===== src/rtl/cif_pkg.sv =====
package cif_pkg;

  localparam int CODE_W  = 4;
  localparam int DLOG_W  = 3;
  localparam int NEED_W  = 4;

  typedef struct packed {
    logic              kernel;
    logic [DLOG_W-1:0] div_log;
    logic [NEED_W-1:0] need;
  } mode_t;

  function automatic mode_t decode_mode(input logic [CODE_W-1:0] code);
    mode_t m;
    m.kernel  = 1'b0;
    m.div_log = '0;
    m.need    = 4'd1;
    case (code)
      4'd1:  begin m.kernel = 1'b1; m.need = 4'd2; end
      4'd2:  begin m.kernel = 1'b1; m.need = 4'd4; end
      4'd3:  begin m.kernel = 1'b1; m.need = 4'd8; end
      4'd4:  begin m.div_log = 3'd1; m.need = 4'd6; end
      4'd5:  begin m.div_log = 3'd1; m.need = 4'd8; end
      4'd6:  begin m.div_log = 3'd2; m.need = 4'd6; end
      4'd7:  begin m.div_log = 3'd2; m.need = 4'd8; end
      4'd8:  begin m.div_log = 3'd3; m.need = 4'd6; end
      4'd9:  begin m.div_log = 3'd3; m.need = 4'd8; end
      4'd10: begin m.div_log = 3'd4; m.need = 4'd5; end
      4'd11: begin m.div_log = 3'd4; m.need = 4'd6; end
      4'd12: begin m.div_log = 3'd4; m.need = 4'd8; end
      4'd13: begin m.div_log = 3'd5; m.need = 4'd5; end
      4'd14: begin m.div_log = 3'd5; m.need = 4'd6; end
      4'd15: begin m.div_log = 3'd5; m.need = 4'd8; end
      default: begin m.need = 4'd1; end
    endcase
    return m;
  endfunction

endpackage


===== src/rtl/cif_sync.sv =====
module cif_sync #(
  parameter int LEN = 2
) (
  input  logic clk,
  input  logic rst,
  input  logic din,
  output logic dout
);

  logic [LEN-1:0] stg;

  always_ff @(posedge clk) begin
    if (rst) stg <= '0;
    else     stg <= {stg[LEN-2:0], din};
  end

  assign dout = stg[LEN-1];

endmodule


===== src/rtl/cif_rate.sv =====
module cif_rate
  import cif_pkg::*;
#(
  parameter int DIV_W = 5
) (
  input  logic              clk,
  input  logic              rst,
  input  logic              clr,
  input  logic              base_en,
  input  logic              kernel,
  input  logic [DLOG_W-1:0] div_log,
  output logic              stb
);

  logic [DIV_W-1:0] div_cnt;
  logic [DIV_W-1:0] lim;
  logic [DIV_W:0]   span;
  logic             hit;

  always_comb begin
    span = {{DIV_W{1'b0}}, 1'b1} << div_log;
    lim  = DIV_W'(span - 1'b1);
    hit  = (div_cnt == lim);
    if (clr)         stb = 1'b0;
    else if (kernel) stb = 1'b1;
    else             stb = base_en & hit;
  end

  always_ff @(posedge clk) begin
    if (rst || clr) begin
      div_cnt <= '0;
    end else if (!kernel && base_en) begin
      div_cnt <= hit ? '0 : div_cnt + 1'b1;
    end
  end

endmodule


===== src/rtl/cif_vote.sv =====
module cif_vote
  import cif_pkg::*;
#(
  parameter int CNT_W = 4
) (
  input  logic              clk,
  input  logic              rst,
  input  logic              clr,
  input  logic              stb,
  input  logic              smp,
  input  logic [NEED_W-1:0] need,
  output logic              lvl
);

  logic [CNT_W-1:0] run;
  logic [CNT_W:0]   run_nx;

  assign run_nx = {1'b0, run} + 1'b1;

  always_ff @(posedge clk) begin
    if (rst || clr) begin
      run <= '0;
      lvl <= 1'b0;
    end else if (stb) begin
      if (smp == lvl) begin
        run <= '0;
      end else if (run_nx >= (CNT_W+1)'(need)) begin
        lvl <= smp;
        run <= '0;
      end else begin
        run <= run_nx[CNT_W-1:0];
      end
    end
  end

endmodule


===== src/rtl/cif_filter.sv =====
module cif_filter
  import cif_pkg::*;
#(
  parameter int SYNC_LEN = 2,
  parameter int DIV_W    = 5,
  parameter int CNT_W    = 4
) (
  input  logic              clk,
  input  logic              rst,
  input  logic              base_en,
  input  logic [CODE_W-1:0] cfg,
  input  logic              raw_in,
  output logic              filt_out
);

  logic [CODE_W-1:0] cfg_q;
  logic              clr;
  logic              smp;
  logic              stb;
  mode_t             mode;

  always_ff @(posedge clk) begin
    if (rst) cfg_q <= '0;
    else     cfg_q <= cfg;
  end

  assign clr  = (cfg != cfg_q);
  assign mode = decode_mode(cfg_q);

  cif_sync #(.LEN(SYNC_LEN)) u_sync (
    .clk  (clk),
    .rst  (rst),
    .din  (raw_in),
    .dout (smp)
  );

  cif_rate #(.DIV_W(DIV_W)) u_rate (
    .clk     (clk),
    .rst     (rst),
    .clr     (clr),
    .base_en (base_en),
    .kernel  (mode.kernel),
    .div_log (mode.div_log),
    .stb     (stb)
  );

  cif_vote #(.CNT_W(CNT_W)) u_vote (
    .clk  (clk),
    .rst  (rst),
    .clr  (clr),
    .stb  (stb),
    .smp  (smp),
    .need (mode.need),
    .lvl  (filt_out)
  );

endmodule


===== config.mk =====
export PLATFORM = sky130hd
export DESIGN_NAME = cif_filter
export DESIGN_NICKNAME = d
export VERILOG_FILES = /design/src/rtl/cif_pkg.sv /design/src/rtl/cif_sync.sv /design/src/rtl/cif_rate.sv /design/src/rtl/cif_vote.sv /design/src/rtl/cif_filter.sv
export SDC_FILE = /design/constraint.sdc
export NUM_CORES = 1
export LEC_CHECK = 0
export BUFFER_PORTS_ARGS = -buffer_cell sky130_fd_sc_hd__buf_2
export CAP_MARGIN = 10
export CORE_MARGIN = 2
export CORE_UTILIZATION = 57
export DETAILED_ROUTE_END_ITERATION = 8
export PLACE_DENSITY_LB_ADDON = 0.05
export SYNTH_ARGS = -nofsm -noshare
export SYNTH_HDL_FRONTEND = slang
export SYNTH_SLANG_ARGS = --single-unit

===== constraint.sdc =====
create_clock -name clk -period 3.3 [get_ports clk]
set_clock_uncertainty 0.1 [all_clocks]
set_input_delay 0.33 -clock clk [delete_from_list [all_inputs] [get_ports clk]]
set_output_delay 0.33 -clock clk [all_outputs]
set_load 0.05 [all_outputs]

==> impl_metrics.env, run 1 <==
export IMPL_yosys_most_used_dff="dfxtp_1"
export IMPL_slew_viol_final=0
export IMPL_grt_overflow=0
export IMPL_syn_cell_area_mm2=0.001187
export IMPL_ios=9
export IMPL_ys_async_sr_fraction_pct=0
export IMPL_period_needed_ns=2.739
export IMPL_worstSkewPairLatency_ns=0.29
export IMPL_grt_max_degree=17
export IMPL_cts_root_buf="clkbuf_4"
export IMPL_layout_nets=159
export IMPL_drt_pass1_iter_count=4
export IMPL_fin_crit_sh_pct=82.99
export IMPL_ys_warn_count=0
export IMPL_cts_buffers=3
export IMPL_synthMuxAreaShare_pct=3.477
export IMPL_vias_per_cell=5.953
export IMPL_core_area_mm2=0.001962
export IMPL_hold_violations=0
export IMPL_synth_seq_area_share_pct=26.98
export IMPL_synthSimpleGateAreaFrac_pct=26.66
export IMPL_antenna_cells=0
export IMPL_grt_pass1_wl_um=3912
export IMPL_initial_core_util_pct=60.52
export IMPL_cts_sinks=16
export IMPL_powerDensity_mw_per_mm2=328.7
export IMPL_fin_tns_setup_ns=0
export IMPL_placedCellCount=166
export IMPL_netlist_area_leader_share_pct=26.98
export IMPL_drive_above_1_share_pct=14.69
export IMPL_placed_area_mm2=0.001234
export IMPL_worstMarginPinSlew_ns=0.6632
export IMPL_synth_edf_count=0
export IMPL_relSlewSlack_pct=55.62
export IMPL_ctsHoldBuffers=0
export IMPL_critPathKind="reg -> reg"
export IMPL_globalplace_congestion=0.8104
export IMPL_synth_top_family_by_area="simple AND/OR/NAND/NOR gates"
export IMPL_worstPathArrival_ns=2.85
export IMPL_fin_util_pct=64.73
export IMPL_port_buffers=8
export IMPL_cts_tree="done"
export IMPL_ant_nets=0
export IMPL_required_ns=3.41
export IMPL_synth_compound_area_share_pct=22.13
export IMPL_area_delta_synth_final_pct=6.955
export IMPL_clk_pin_slew_worst_paths_ns=0.10
export IMPL_gr_usage_all_layers_pct=20.42
export IMPL_drtIter0Drc=33
export IMPL_hold_path_class="in -> reg"
export IMPL_top_layer="met4"
export IMPL_timing_fmax_mhz=365.1
export IMPL_wl_per_cell_um=13.39
export IMPL_met2_length_um=1055
export IMPL_dieArea_mm2=0.002464
export IMPL_clockBufferDepth=2
export IMPL_endpoint_kind="flop"
export IMPL_cts_setup_buffers=0
export IMPL_vias=1012
export IMPL_place_ws_ns=0.6029
export IMPL_path_max_fanout=16
export IMPL_leakage_nw=0.5040
export IMPL_total_power_mw=0.4174
export IMPL_synth_area_per_cell_um2=8.731
export IMPL_startpoint_type="flop"
export IMPL_synth_xor_area_share_pct=10.43
export IMPL_std_cell_rows=16
export IMPL_dr_wl_met3_um=60
export IMPL_grt_pass1_vias=876
export IMPL_stdcell_count=170
export IMPL_drc=0
export IMPL_routed_wl_um=2276
export IMPL_drt_met1_wl_um=1126
export IMPL_die_h_um=49.64
export IMPL_setup_viol=0
export IMPL_htree_levels=1
export IMPL_drv_cap=0
export IMPL_setup_ws_ns=0.5613
export IMPL_outcome="completed"
export IMPL_die_w_um=49.64
export IMPL_nFillCells=180
export IMPL_syn_inst=136
export IMPL_hold_worst_slack_ns=0.1507
export IMPL_rsz0062_at_grt="false"
export IMPL_yosysUniqueCellTypes=46
export IMPL_synthTopCellsByCount="16 x dfxtp_1, 13 x nand2_1, 12 x nand3_1"
export IMPL_cts_resized_gates=0
export IMPL_synth_most_common_cell="dfxtp_1"
export IMPL_post_route_cell_area_mm2=0.001270
export IMPL_antenna_found_initial=0
export IMPL_synth_largest_area_cell="dfxtp_1"
export IMPL_synth_area_leaders="dfxtp_1 27%, ha_1 7.4%, nand3_1 5.1%, nor2b_1 4.7%, xor2_1 4.4%"
export IMPL_synth_seq_cells=16
export IMPL_peakVddDrop_uv=212.9
export IMPL_synth_nets=151
export IMPL_synth_adder_area_share_pct=7.376
export IMPL_place_hpwl_um=1718
-- worst max-delay path: stages (launching register included) --
cell and delay (ns):
dfxtp_1 0.69, and2b_1 0.29, nand2b_1 0.09, ha_1 0.17
xor2_1 0.21, nand4b_1 0.26, a2111oi_4 0.52, nor2_2 0.11
o31ai_2 0.22
-- layout make-up --
class	count	area (um^2)	area share, %
clock buffer	4	36.28	2.857
sequential	16	320.3	25.22
tap	27	33.78	2.660
timing repair buffer	8	40.04	3.153
inverter	2	7.507	0.5911
multi-input combinational	113	832.0	65.52
-- cell families (layout without fill, tap and decap cells) --
family          count (synthesis)  count (layout)
simple gates                   58              58
compound gates                 32              32
flops                          16              16
xor+xnor                       12              12
fa+ha+maj                       7               7
buf+inv                         7              14
mux                             4               4
-- routing by layer --
layer / vias to the layer above / GRT usage (%)
met1: 472 / 27.34
li1: 516 / -
met4: 0 / 8.333
met5: - / 0
met3: 4 / 2.727
met2: 20 / 32.89
-- path summary, 6_finish.rpt --
path / endpoint / slack, ns / depth (start not counted) / start
setup reg to reg: u_vote.run[0] / 0.56 / 8 / cfg_q[3]
hold reg to reg: u_sync.stg[1] / 0.39 / 1 / u_sync.stg[0]
hold / removal: u_sync.stg[0] / 0.15 / 2 / raw_in
setup / recovery: u_vote.run[0] / 0.56 / 8 / cfg_q[3]
-- cell usage in the layout (no fill, tap or decap), types with 2 or more instances in the layout --
cell type  Yosys  final
or3_1          2      2
a31oi_1        3      3
buf_2          1      8
xnor2_1        5      5
o21ai_0        5      5
clkbuf_4       0      3
or2_2          2      2
o21ai_1        3      3
nand4b_1       4      4
nand3_1       12     12
ha_1           7      7
nor2b_1        9      9
dfxtp_1       16     16
nand2b_1       3      3
nor2_1         5      5
a211oi_1       2      2
nand2_1       13     13
inv_1          2      2
a21oi_1        4      4
or4_1          2      2
mux2i_1        3      3
a221o_1        2      2
xor2_1         6      6
-- registers in the layout (all words and copies together) (netlist names) --
register and cells:
u_rate.div_cnt 5, cfg_q 4, u_vote.run 4, u_sync.stg 2, u_vote.lvl 1
-- power breakdown --
part	switching, mW	internal [mW]
sequential	0.0122	0.197
combinational	0.0399	0.0354
clock	0.0658	0.0672
total	0.118	0.300
Power figures use the tool's default switching activity.
==> run 2: changes to the inputs <==
- ABC_AREA: not set -> 1
- clock period: 3.3 -> 2.7 ns (I/O delays scaled with it)
==> run 2 against run 1 <==
Compared with the run above: register-to-register slack lost 0.27 ns; global-route usage grew 1.9 points; first-iteration DRC count is 94% higher; via count is 10% higher; sequential share of layout area fell by 0.17 points; final cell count increased by 27%; fmax is 14% higher; largest cell class unchanged.
==> impl_metrics.env, run 2 <==
export IMPL_outcome="completed"
export IMPL_p_clk_share_pct=26.7
export IMPL_place_hpwl_um=1935
export IMPL_grt_overflow=0
export IMPL_htree_levels=1
export IMPL_drtIter0Drc=64
export IMPL_worstSkewPairLatency_ns=0.29
export IMPL_gr_usage_all_layers_pct=22.31
export IMPL_setup_viol=0
export IMPL_vias_per_cell=5.167
export IMPL_initial_core_util_pct=60.71
export IMPL_startpoint_type="flop"
export IMPL_p_int_mw=0.3323
export IMPL_seqCellArea_um2=321.6
export IMPL_seqPwrFrac_pct=51.4
export IMPL_worstMarginPinSlew_ns=0.3409
export IMPL_required_ns=2.83
export IMPL_clk_pin_slew_worst_paths_ns=0.10
export IMPL_drt_pass1_iter_count=4
export IMPL_synth_edf_count=0
export IMPL_rsz0062_at_grt="false"
export IMPL_routed_wl_um=2384
export IMPL_cts_tree="done"
export IMPL_p_switching_mw=0.1550
export IMPL_peakVddDrop_uv=255.4
export IMPL_globalplace_congestion=0.8515
export IMPL_synth_area_leaders="dfxtp_1 27%, inv_1 9.5%, nand2_1 9.5%, nor2_1 7.6%, ha_1 7.4%"
export IMPL_std_cell_rows=16
export IMPL_top_regs="u_rate.div_cnt (5), cfg_q (4), u_vote.run (4)"
export IMPL_fin_tns_setup_ns=0
export IMPL_layout_nets=206
export IMPL_ys_async_sr_fraction_pct=0
export IMPL_final_cell_mix="30 x nand2_1, 30 x inv_1, 23 x nor2_1"
export IMPL_fin_util_pct=65.43
export IMPL_yosys_most_used_dff="dfxtp_1"
export IMPL_grt_pass1_vias=998
export IMPL_path_max_fanout=5
export IMPL_drc=0
export IMPL_cts_buffers=3
export IMPL_antenna_found_initial=0
export IMPL_endpoint_kind="flop"
export IMPL_clockBufferDepth=2
export IMPL_drv_cap=0
export IMPL_netlist_area_leader_share_pct=26.89
export IMPL_ios=9
export IMPL_critPathKind="reg -> reg"
export IMPL_leakage_nw=0.6412
export IMPL_multi_input_area_um2=721.9
export IMPL_antenna_cells=0
export IMPL_synth_seq_area_share_pct=26.89
export IMPL_cts_root_buf="clkbuf_4"
export IMPL_synth_seq_cells=16
export IMPL_syn_inst=179
export IMPL_hold_violations=0
export IMPL_powerDensity_mw_per_mm2=379.6
export IMPL_drive_above_1_share_pct=19.58
export IMPL_synth_nets=194
export IMPL_die_w_um=49.72
export IMPL_grt_pass1_wl_um=4271
export IMPL_die_h_um=49.72
export IMPL_synth_largest_area_cell="dfxtp_1"
export IMPL_period_needed_ns=2.413
export IMPL_synth_area_per_cell_um2=6.654
export IMPL_fin_crit_sh_pct=89.36
export IMPL_synthTopCellsByCount="30 x inv_1, 30 x nand2_1, 24 x nor2_1"
export IMPL_hold_path_class="in -> reg"
export IMPL_area_delta_synth_final_pct=7.773
export IMPL_wl_per_cell_um=11.04
export IMPL_ant_nets=0
export IMPL_ys_warn_count=0
export IMPL_hold_worst_slack_ns=0.07678
export IMPL_total_power_mw=0.4873
export IMPL_largest_reg_flops=5
export IMPL_syn_cell_area_mm2=0.001191
export IMPL_worstPathArrival_ns=2.54
export IMPL_nFillCells=215
export IMPL_yosysUniqueCellTypes=28
export IMPL_top_register="u_rate.div_cnt"
export IMPL_grt_max_degree=10
export IMPL_timing_fmax_mhz=414.5
export IMPL_combPwrFrac_pct=21.9
export IMPL_core_area_mm2=0.001962
export IMPL_vias=1116
export IMPL_slew_viol_final=0
export IMPL_cts_sinks=16
export IMPL_port_buffers=8
export IMPL_swShare_pct=31.81
export IMPL_relSlewSlack_pct=77.24
export IMPL_dieArea_mm2=0.002472
## run 2: cell types whose count changed after synthesis, sizes merged, moves of 4 or more
cell,before,now
a21oi,4,10
inv,2,36
nand2,13,39
nand3,12,16
nand4,1,5
nand4b,4,0
nor2,6,29
nor2b,9,0
xnor2,6,1
## run 2: cell families (layout without fill, tap and decap cells)
logic type	Yosys count	count (layout)	synth area share, %
compound gates	19	19	9.244
simple gates	93	93	39.39
fa+ha+maj	7	7	7.353
flops	16	16	26.89
buf+inv	38	48	12.71
xor+xnor	6	6	4.412
## run 2: worst max-delay path, cell delays in order (launching register included)
cell	delay, ns
dfxtp_1	0.52
nor2_1	0.14
o32ai_1	0.34
nor2_1	0.09
ha_1	0.34
a21oi_1	0.16
nand3b_1	0.12
nand4_1	0.19
nor2_2	0.18
a21oi_1	0.09
nor2_1	0.09
## run 2: routing by layer
metal	vias up	GRT usage (%)	wire length, um
met5	-	0	0
met3	4	3.636	152
met1	483	30.89	1127
li1	589	-	-
met2	40	36.00	1082
met4	0	5.556	22
## run 2: worst paths after layout
check / from / end / slack, ns / depth (start not counted)
setup / recovery: cfg_q[0] / u_vote.run[2] / 0.29 / 10
hold / removal: raw_in / u_sync.stg[0] / 0.08 / 3
setup reg to reg: cfg_q[0] / u_vote.run[2] / 0.29 / 10
hold reg to reg: u_sync.stg[0] / u_sync.stg[1] / 0.34 / 2
## run 2: stage by stage
| step | std cells | instance area, um^2 | setup WS [ns] |
|---|---|---|---|
| after global placement | 213 | 1257 | 0.4090 |
| after detailed placement | 213 | 1257 | 0.2533 |
| after global routing | 216 | 1284 | 0.07011 |
| after CTS | 216 | 1280 | 0.2122 |
| after floorplan | 179 | 1191 | 0.5414 |
| final | 216 | 1284 | 0.2872 |
## run 2: cell type report
type / instances / area share [%]
Multi-Input combinational cell: 125 / 56.24
Sequential cell: 16 / 25.05
Inverter: 37 / 11.21
Timing Repair Buffer: 8 / 3.119
Tap cell: 27 / 2.632
Clock buffer: 3 / 1.754
## run 2: power by group through the flow
stage | Combinational (mW) | Clock [mW] | Sequential [mW]
global route | 0.120 | 0.139 | 0.252
finish | 0.107 | 0.130 | 0.251
detailed placement | 0.105 | 0 | 0.256
floorplan | 0.0843 | 0 | 0.252
CTS | 0.105 | 0.132 | 0.250
global placement | 0.100 | 0 | 0.255
## run 2: what timing repair did
action,in CTS,in global routing
setup buffers,0,0
hold buffers,0,0
endpoints found under the setup margin,0,3
gates resized for setup,0,2
==> run 3: changes to the inputs <==
- CORE_UTILIZATION: 57 -> 35
==> run 3 against run 2 <==
Compared with the run above: setup slack lost 0.019 ns; critical endpoint is now u_vote.run[3]; critical path depth grew 2; combinational power is essentially flat; sequential power is essentially flat; die area grew 57%.
==> impl_metrics.env, run 3 (synthesis gave the netlist of run 2 again) <==
export IMPL_cts_root_buf="clkbuf_4"
export IMPL_hold_path_class="in -> reg"
export IMPL_vias_per_cell=4.506
export IMPL_clockBufferDepth=2
export IMPL_multi_input_area_um2=729.5
export IMPL_drtIter0Drc=16
export IMPL_timing_fmax_mhz=411.3
export IMPL_worstSkewPairLatency_ns=0.29
export IMPL_wl_per_cell_um=10.48
export IMPL_grt_overflow=0
export IMPL_cts_tree="done"
export IMPL_cts_buffers=3
export IMPL_area_delta_synth_final_pct=10.40
export IMPL_largest_reg_flops=5
export IMPL_nFillCells=371
export IMPL_die_h_um=62.34
export IMPL_relSlewSlack_pct=76.79
export IMPL_required_ns=2.83
export IMPL_core_area_mm2=0.003311
export IMPL_cp_slowest_stage_delay_ns=0.51
export IMPL_place_hpwl_um=1959
export IMPL_peakVddDrop_uv=127.6
export IMPL_setup_viol=0
export IMPL_gr_usage_all_layers_pct=14.03
export IMPL_worstMarginPinSlew_ns=0.3469
export IMPL_crit_chain="inv_6 -> nor2_1 -> nand2_1 -> nand2_1 -> nor2_1 -> ha_1 -> a21oi_1 -> nand3b_1 -> nand4_1 -> nor2_2 -> a21oi_1 -> nor2_1"
export IMPL_final_cell_mix="30 x nand2_1, 30 x inv_1, 23 x nor2_1"
export IMPL_setup_ws_ns=0.2685
export IMPL_drc=0
export IMPL_std_cell_rows=21
export IMPL_grt_pass1_wl_um=4347
export IMPL_fin_tns_setup_ns=0
export IMPL_powerDensity_mw_per_mm2=371.3
export IMPL_initial_core_util_pct=35.98
export IMPL_grt_max_degree=10
export IMPL_layout_nets=206
export IMPL_routed_wl_um=2462
export IMPL_globalplace_congestion=0.7995
export IMPL_path_common_cell="nor2_1"
export IMPL_top_register="u_rate.div_cnt"
export IMPL_dieArea_mm2=0.003886
export IMPL_antenna_cells=0
export IMPL_reg2reg_slack_ns=0.27
export IMPL_grt_pass1_vias=984
export IMPL_startpoint_type="flop"
export IMPL_drive_above_1_share_pct=20.11
export IMPL_htree_levels=1
export IMPL_ant_nets=0
export IMPL_leakage_nw=0.6445
export IMPL_critPathKind="reg -> reg"
export IMPL_top_regs="u_rate.div_cnt (5), cfg_q (4), u_vote.run (4)"
export IMPL_crit_slowest_cell="dfxtp_1"
export IMPL_endpoint_kind="flop"
export IMPL_slew_viol_final=0
export IMPL_die_w_um=62.34
export IMPL_ctsHoldBuffers=0
export IMPL_drv_cap=0
export IMPL_outcome="completed"
export IMPL_clk_pin_slew_worst_paths_ns=0.09
export IMPL_fin_crit_sh_pct=90.05
export IMPL_ios=9
export IMPL_cts_sinks=16
export IMPL_seqCellArea_um2=321.6
export IMPL_antenna_found_initial=0
export IMPL_path_max_fanout=5
export IMPL_period_needed_ns=2.431
export IMPL_place_ws_ns=0.2551
export IMPL_port_buffers=8
export IMPL_worstPathArrival_ns=2.56
export IMPL_hold_violations=0
export IMPL_vias=1059
export IMPL_drt_pass1_iter_count=4
[run 3: final timing paths]
check	endpoint	from	depth (start not counted)
max	u_vote.run[3]	cfg_q[0]	12
min	u_sync.stg[0]	raw_in	3
max reg2reg	u_vote.run[3]	cfg_q[0]	12
min reg2reg	u_sync.stg[1]	u_sync.stg[0]	2
[run 3: what timing repair did]
item	4_1_cts	5_1_grt
setup buffers	0	0
gates resized for setup	0	3
endpoints found under the setup margin	0	5
[run 3: cell type report]
| class | count | share of cell area, % |
|---|---|---|
| well taps | 46 | 4.377 |
| multi-input cells | 125 | 55.47 |
| clock buffers | 3 | 1.713 |
| repair buffers | 8 | 3.045 |
| flip-flops and latches | 16 | 24.45 |
| inverters | 37 | 10.94 |
[run 3: metrics by stage]
step	utilization (%)	hold slack (ns)	instances	cell area, um^2	total power [mW]
2_1_floorplan	-	0.2412	179	1191	0.3366
6_report	39.72	0.08523	235	1315	0.4882
4_1_cts	39.38	0.07140	235	1304	0.4986
3_3_place_gp	38.70	0.2932	232	1281	0.3589
3_5_place_dp	38.70	0.2974	232	1281	0.3608
5_1_grt	39.72	0.07665	235	1315	0.5247
[run 3: critical path: cells and delay by family, from the launching register on]
| family | cells | cell delay (ns) |
|---|---|---|
| AOI/OAI and AO/OA | 2 | 0.23 |
| adders and majority gates | 1 | 0.33 |
| buffers and inverters | 1 | 0.07 |
| DFF | 1 | 0.51 |
| and+or+nand+nor | 8 | 1.14 |
[run 3: layer usage]
metal  vias to the layer above  share of wire [%]  global-route usage [%]  wire (um)
met5                         -                  0                       0          0
met4                         0               0.89                   5.000         22
met3                         2                2.8                   2.174         68
met2                        12                 43                   21.74       1058
met1                       459                 53                   19.82       1313
li1                        586                  -                       -          -
[run 3: power by group]
part / leakage (nW) / internal, mW / switching (mW)
sequential: 0.131 / 0.242 / 0.00875
combinational: 0.500 / 0.0391 / 0.0685
clock: 0.0138 / 0.0518 / 0.0785
total: 0.644 / 0.333 / 0.156
